[config.mk]
export PLATFORM = sky130hd
export DESIGN_NAME = pe_status_ctrl
export DESIGN_NICKNAME = d
export VERILOG_FILES = /design/src/rtl/pe_pkg.sv /design/src/rtl/pe_op_timer.sv /design/src/rtl/pe_plane_view.sv /design/src/rtl/pe_status_ctrl.sv
export SDC_FILE = /design/constraint.sdc
export NUM_CORES = 1
export LEC_CHECK = 0
export CAP_MARGIN = 10
export CELL_PAD_IN_SITES_DETAIL_PLACEMENT = 1
export CELL_PAD_IN_SITES_GLOBAL_PLACEMENT = 1
export CORE_AREA = 2 2 67 69
export DETAILED_ROUTE_END_ITERATION = 10
export DIE_AREA = 0 0 69 71
export PLACE_DENSITY = 0.9
export SYNTH_ARGS = -nofsm -noshare
export SYNTH_HDL_FRONTEND = slang
export SYNTH_SLANG_ARGS = --single-unit
[constraint.sdc]
create_clock -name clk -period 4.9 [get_ports clk]
set_input_delay 0.735 -clock clk [delete_from_list [all_inputs] [get_ports clk]]
set_output_delay 0.735 -clock clk [all_outputs]
set_load 0.01 [all_outputs]
[src/rtl/pe_pkg.sv]
package pe_pkg;

  typedef enum logic [2:0] {
    OP_NOP    = 3'd0,
    OP_PROG   = 3'd1,
    OP_ERASE  = 3'd2,
    OP_SUSP   = 3'd3,
    OP_RESUME = 3'd4,
    OP_CLEAR  = 3'd5,
    OP_SEQERR = 3'd6
  } op_e;

  typedef enum logic [1:0] {
    ST_IDLE = 2'd0,
    ST_RUN  = 2'd1,
    ST_SUSP = 2'd2
  } st_e;

endpackage

[src/rtl/pe_op_timer.sv]
module pe_op_timer #(
  parameter int PROG_CYC   = 5,
  parameter int ERASE_CYC  = 12,
  parameter int MAX_PULSES = 8
) (
  input  logic clk,
  input  logic rst,
  input  logic start_i,
  input  logic run_i,
  input  logic erase_i,
  output logic tick_o,
  output logic last_o
);
  localparam int LONGEST = (PROG_CYC > ERASE_CYC) ? PROG_CYC : ERASE_CYC;
  localparam int CNT_W   = $clog2(LONGEST + 1);
  localparam int PULSE_W = $clog2(MAX_PULSES + 1);

  logic [CNT_W-1:0]   cnt_q;
  logic [CNT_W-1:0]   limit;
  logic [PULSE_W-1:0] pulse_q;

  assign limit  = erase_i ? CNT_W'(ERASE_CYC - 1) : CNT_W'(PROG_CYC - 1);
  assign tick_o = run_i && (cnt_q == limit);
  assign last_o = (pulse_q == PULSE_W'(MAX_PULSES - 1));

  always_ff @(posedge clk) begin
    if (rst || start_i) begin
      cnt_q   <= '0;
      pulse_q <= '0;
    end else if (run_i) begin
      if (cnt_q == limit) begin
        cnt_q <= '0;
        if (!last_o) pulse_q <= pulse_q + 1'b1;
      end else begin
        cnt_q <= cnt_q + 1'b1;
      end
    end
  end


  halt_hold_chk: assert property (@(posedge clk) disable iff (rst)
    (!run_i && !start_i) |=> $stable(cnt_q));


  pulse_limit_chk: assert property (@(posedge clk) disable iff (rst)
    pulse_q < PULSE_W'(MAX_PULSES));

endmodule

[src/rtl/pe_plane_view.sv]
module pe_plane_view #(
  parameter int NUM_PLANES = 4,
  parameter int PLANE_W    = 2
) (
  input  logic               clk,
  input  logic               rst,
  input  logic               busy_i,
  input  logic [PLANE_W-1:0] act_i,
  input  logic [PLANE_W-1:0] rd_i,
  output logic               other_busy_o,
  output logic [NUM_PLANES-1:0] plane_busy_o
);
  logic [NUM_PLANES-1:0] hot;
  logic [NUM_PLANES-1:0] not_addressed;

  for (genvar i = 0; i < NUM_PLANES; i++) begin : g_plane
    assign hot[i]           = busy_i && (act_i == PLANE_W'(i));
    assign not_addressed[i] = (rd_i != PLANE_W'(i));
  end

  assign other_busy_o = |(hot & not_addressed);

  always_ff @(posedge clk) begin
    if (rst) plane_busy_o <= '0;
    else     plane_busy_o <= hot;
  end


  plane_onehot_chk: assert property (@(posedge clk) disable iff (rst)
    $onehot0(plane_busy_o));

endmodule

[src/rtl/pe_status_ctrl.sv]
module pe_status_ctrl
  import pe_pkg::*;
#(
  parameter int NUM_SECTORS = 16,
  parameter int NUM_PLANES  = 4,
  parameter int PROG_CYC    = 5,
  parameter int ERASE_CYC   = 12,
  parameter int MAX_PULSES  = 8,
  localparam int SEC_W      = $clog2(NUM_SECTORS),
  localparam int PLANE_W    = $clog2(NUM_PLANES)
) (
  input  logic                   clk,
  input  logic                   rst,
  input  logic                   cmd_valid,
  input  logic [2:0]             cmd_op,
  input  logic [SEC_W-1:0]       cmd_sector,
  input  logic                   vpp_ok,
  input  logic [NUM_SECTORS-1:0] sector_lock,
  input  logic                   force_fail,
  input  logic [PLANE_W-1:0]     rd_plane,
  output logic [7:0]             status_o,
  output logic                   done_o,
  output logic [NUM_PLANES-1:0]  plane_busy_o
);
  op_e op;
  st_e st_q;
  logic is_erase_q;
  logic [PLANE_W-1:0] act_q;
  logic esusp_q, psusp_q, es_q, prs_q, vpps_q, sls_q;
  logic err_any, new_req, accept_new, sus_req, res_req;
  logic tick, last_pulse, timer_run, other_busy, busy;
  logic [PLANE_W-1:0] req_plane;

  assign op         = op_e'(cmd_op);
  assign err_any    = es_q | prs_q | vpps_q | sls_q;
  assign new_req    = cmd_valid && (op == OP_PROG || op == OP_ERASE);
  assign accept_new = new_req && (st_q == ST_IDLE) && !err_any;
  assign sus_req    = cmd_valid && (op == OP_SUSP) && (st_q == ST_RUN);
  assign res_req    = cmd_valid && (op == OP_RESUME) && (st_q == ST_SUSP);
  assign timer_run  = (st_q == ST_RUN) && !sus_req;
  assign busy       = (st_q == ST_RUN);
  assign req_plane  = cmd_sector[SEC_W-1 -: PLANE_W];

  pe_op_timer #(
    .PROG_CYC  (PROG_CYC),
    .ERASE_CYC (ERASE_CYC),
    .MAX_PULSES(MAX_PULSES)
  ) timer_i (
    .clk    (clk),
    .rst    (rst),
    .start_i(accept_new),
    .run_i  (timer_run),
    .erase_i(is_erase_q),
    .tick_o (tick),
    .last_o (last_pulse)
  );

  pe_plane_view #(
    .NUM_PLANES(NUM_PLANES),
    .PLANE_W   (PLANE_W)
  ) view_i (
    .clk         (clk),
    .rst         (rst),
    .busy_i      (busy),
    .act_i       (act_q),
    .rd_i        (rd_plane),
    .other_busy_o(other_busy),
    .plane_busy_o(plane_busy_o)
  );

  always_ff @(posedge clk) begin
    if (rst) begin
      st_q       <= ST_IDLE;
      is_erase_q <= 1'b0;
      act_q      <= '0;
      esusp_q    <= 1'b0;
      psusp_q    <= 1'b0;
      es_q       <= 1'b0;
      prs_q      <= 1'b0;
      vpps_q     <= 1'b0;
      sls_q      <= 1'b0;
      done_o     <= 1'b0;
    end else begin
      done_o <= 1'b0;
      if (cmd_valid && op == OP_CLEAR) begin
        es_q   <= 1'b0;
        prs_q  <= 1'b0;
        vpps_q <= 1'b0;
        sls_q  <= 1'b0;
      end
      if (cmd_valid && op == OP_SEQERR) begin
        es_q   <= 1'b1;
        prs_q  <= 1'b1;
        vpps_q <= 1'b1;
        sls_q  <= 1'b1;
      end
      unique case (st_q)
        ST_IDLE: begin
          if (accept_new) begin
            is_erase_q <= (op == OP_ERASE);
            act_q      <= req_plane;
            if (sector_lock[cmd_sector]) begin
              sls_q  <= 1'b1;
              done_o <= 1'b1;
            end else if (!vpp_ok) begin
              vpps_q <= 1'b1;
              done_o <= 1'b1;
            end else begin
              st_q <= ST_RUN;
            end
          end
        end
        ST_RUN: begin
          if (sus_req) begin
            st_q <= ST_SUSP;
            if (is_erase_q) esusp_q <= 1'b1;
            else            psusp_q <= 1'b1;
          end else if (tick) begin
            if (!vpp_ok) begin
              vpps_q <= 1'b1;
              st_q   <= ST_IDLE;
              done_o <= 1'b1;
            end else if (force_fail) begin
              if (!is_erase_q) begin
                prs_q  <= 1'b1;
                st_q   <= ST_IDLE;
                done_o <= 1'b1;
              end else if (last_pulse) begin
                es_q   <= 1'b1;
                st_q   <= ST_IDLE;
                done_o <= 1'b1;
              end
            end else begin
              st_q   <= ST_IDLE;
              done_o <= 1'b1;
            end
          end
        end
        ST_SUSP: begin
          if (res_req) begin
            st_q    <= ST_RUN;
            esusp_q <= 1'b0;
            psusp_q <= 1'b0;
          end
        end
        default: st_q <= ST_IDLE;
      endcase
    end
  end

  always_ff @(posedge clk) begin
    if (rst) status_o <= 8'h80;
    else     status_o <= {!busy, esusp_q, es_q, prs_q, vpps_q, psusp_q,
                          sls_q, busy && other_busy};
  end


  seq_err_bits_chk: assert property (@(posedge clk) disable iff (rst)
    (cmd_valid && op == OP_SEQERR) |=> (es_q && prs_q && vpps_q && sls_q));


  refuse_on_err_chk: assert property (@(posedge clk) disable iff (rst)
    (new_req && err_any && st_q == ST_IDLE) |=> (st_q == ST_IDLE && !done_o));


  susp_ready_chk: assert property (@(posedge clk) disable iff (rst)
    (st_q == ST_SUSP) |=> status_o[7]);


  single_susp_chk: assert property (@(posedge clk) disable iff (rst)
    !(esusp_q && psusp_q));


  susp_refuse_chk: assert property (@(posedge clk) disable iff (rst)
    (st_q == ST_SUSP && new_req) |=> (st_q == ST_SUSP && !done_o));

endmodule

==> results.toml <==
[critical_path]
arrival_ns = 2.65
endpoint_kind = "flip-flop"
rrSetupSlack_ns = 3.00
worstPathMaxFanout = 4
cpPeakStageDelay_ns = 0.61
worstSetupPathType = "in -> reg"
start_kind = "input port"
crit_top_cell = "mux2i_1"
critPathRequiredTime_ns = 5.10
crit_slowest_cell = "clkdlybuf4s50_1"
cp_cell_sequence = "clkdlybuf4s50_1 > mux4_2 > mux2i_1 > mux2i_1 > or3_1 > a21oi_1"

[logic_synthesis]
synth.distinct_cells = 41
synth_cells = 163
synth_ff_type = "dfxtp_1"
seq_area_frac_synth_pct = 42.85
synth_area_per_cell_sq_um = 9.173
async_flop_share_pct = 0
ys_seq_elements = 32
synth_edf_count = 0
syn-cell-area_sq_mm = 0.001495
syn_nets = 195
ys_warn_count = 0

[global_routing]
grt-ovfl-total = 0
grt_pass1_wl_microns = 6755
antenna_found_initial = 0
grt_usage_pct = 17.50
grt_start_max_net_pins = 24
grt_pass1_vias = 1456

[clock_network]
cts_tree = "built"
cts-root-buf = "clkbuf_8"
cts_resized = 0
ctsHoldBuffers = 0
cts_setup_buffers = 0
cts_buffers = 5
clk_latency_ns = 0.29
clk_pin_slew_ns = 0.07
clk_path_buf_depth = 2
htreeDepth = 2
cts.sinks = 32

[run_status]
outcome = "finished clean"

[detailed_routing]
drt-initial-drc-count = 36
routed_wl_microns = 3922
drt-pass1-iter-count = 4
vias_per_cell = 5.317
vias = 1377
drc = 0
wl_per_cell_microns = 15.14
ant_nets = 0

[finish]
final_common_cell = "clkdlybuf4s50_1"
drive_gt1_share_pct = 9.662
n_fill_cell = 492
syn_to_final_growth_pct = 38.41
num_antenna_cells = 0
nNetsFinal = 238
final_cell_mix = "clkdlybuf4s50_1, dfxtp_1, nand2_1, a21oi_1, nor2_1"

[sta]
fmax_ghz = 0.4078
setup_tns_ns = 0
slew_headroom_pct = 45.24
finClkSkew_ns = 0.005095
min_period_over_period_pct = 50.04
worst_slack_ns = 2.448
rsz0062_at_grt = "no"
final-setup-viol-count = 0
drv_slew = 0
hold_viol = 0
tightest_slew_ns = 0.8188
fin_crit_ns = 2.452

[pwr]
p_leak_nw = 0.7225
switchingPower_mw = 0.1357
power_frac_comb_pct = 12.1
p_clk_share_pct = 42.0
p_sw_share_pct = 22.82
p_per_area_mw_per_mm2 = 287.3
peakVddDrop_mv = 0.08934
total_power_mw = 0.5946
seq_power_share_pct = 45.9
internal_power_mw = 0.4589

[placement]
portBuffers = 42
post-place-ws_ns = 2.117
hpwl_microns = 2904
gp_congestion = 0.7746

[floorplan]
rows = 24
die_area_sq_mm = 0.004899
die_h_microns = 71
start_util_pct = 35.57
core_area_sq_mm = 0.004204
die_w_microns = 69
io_pins = 43

[min_path]
hp-class = "reg -> reg"

[job]
maxCapViolations = 0
cell families (layout without fill, tap and decap cells):
logic type               after synthesis  in the layout  share of synthesized area (%)
adder cells (fa/ha/maj)                2              2                          1.673
flip-flops                            32             32                          42.84
AO/OA/AOI/OAI                         33             33                          12.80
buffers and inverters                  7             51                          1.757
multiplexers                           9              9                          9.707
XOR/XNOR                               5              5                          2.929
AND/OR/NAND/NOR                       75             75                          28.29
area by class of cell:
class                      count  area, sq um  share of cell area, %
timing repair buffer          42        420.4                  20.31
inverter                       1        3.754                 0.1814
clock buffer                   5        68.82                  3.325
multi-input combinational    124        828.3                  40.02
sequential                    32        640.6                  30.96
clock inverter                 3        42.54                  2.056
tap                           52        65.06                  3.144
cells in the mapped netlist (2+ instances only):
cell type  count  area share, %
dfxtp_1       32             43
nand2_1       21            5.3
a21oi_1       16            5.4
nor2_1        10            2.5
nor2b_1        9            3.8
nand3_1        8            2.7
o21ai_0        7            2.3
clkbuf_1       6            1.5
a31oi_1        4            1.7
mux2i_1        4            2.7
mux4_2         4            6.0
nand2b_1       3            1.3
nor3_1         3            1.0
nor3b_1        3            1.5
xnor2_1        3            1.8
ha_1           2            1.7
nand4_1        2           0.84
nand4b_1       2            1.2
xor2_1         2            1.2
state kept, by name (all words and copies together), names as in the netlist, 2 cells and up:
register             cells
act_q                    2
st_q                     2
status_o                 8
timer_i.cnt_q            4
timer_i.pulse_q          4
view_i.plane_busy_o      4
routing by layer:
metal / routed length (microns) / track usage, %
met3: 143 / 3.704
met4: 72 / 8.497
met5: 0 / 0
met1: 1628 / 18.95
met2: 2077 / 32.37
worst paths after layout:
| kind | start | cells after the start | end |
|---|---|---|---|
| worst max-delay path | cmd_sector[0] | 6 | st_q[0] |
| worst min-delay path | st_q[1] | 1 | done_o |
| worst max register to register | is_erase_q | 5 | timer_i.pulse_q[0] |
| worst min register to register | st_q[1] | 1 | done_o |
power groups by stage:
| stage | Combinational [mW] | Clock [mW] | Sequential, mW |
|---|---|---|---|
| final | 0.0719 | 0.250 | 0.273 |
| after global routing | 0.0792 | 0.266 | 0.274 |
| after CTS | 0.0727 | 0.258 | 0.273 |
| after detailed placement | 0.0719 | 0 | 0.279 |
| after global placement | 0.0695 | 0 | 0.278 |
| after floorplan | 0.0335 | 0 | 0.278 |
stage by stage:
stage	utilization [%]	std cells	hold WS [ns]	instance area [sq um]
2_1_floorplan	-	163	0.4290	1495
3_3_place_gp	46.58	251	0.4569	1958
3_5_place_dp	46.58	251	0.4640	1958
4_1_cts	49.23	259	0.4805	2069
5_1_grt	49.23	259	0.5063	2069
6_report	49.23	259	0.4808	2069
critical path: cells and delay by family:
| kind | cells | cell delay, ns |
|---|---|---|
| compound gates | 1 | 0.14 |
| buf+inv | 1 | 0.61 |
| mux | 3 | 0.85 |
| simple gates | 1 | 0.33 |
(Power assumes the default switching activity.)
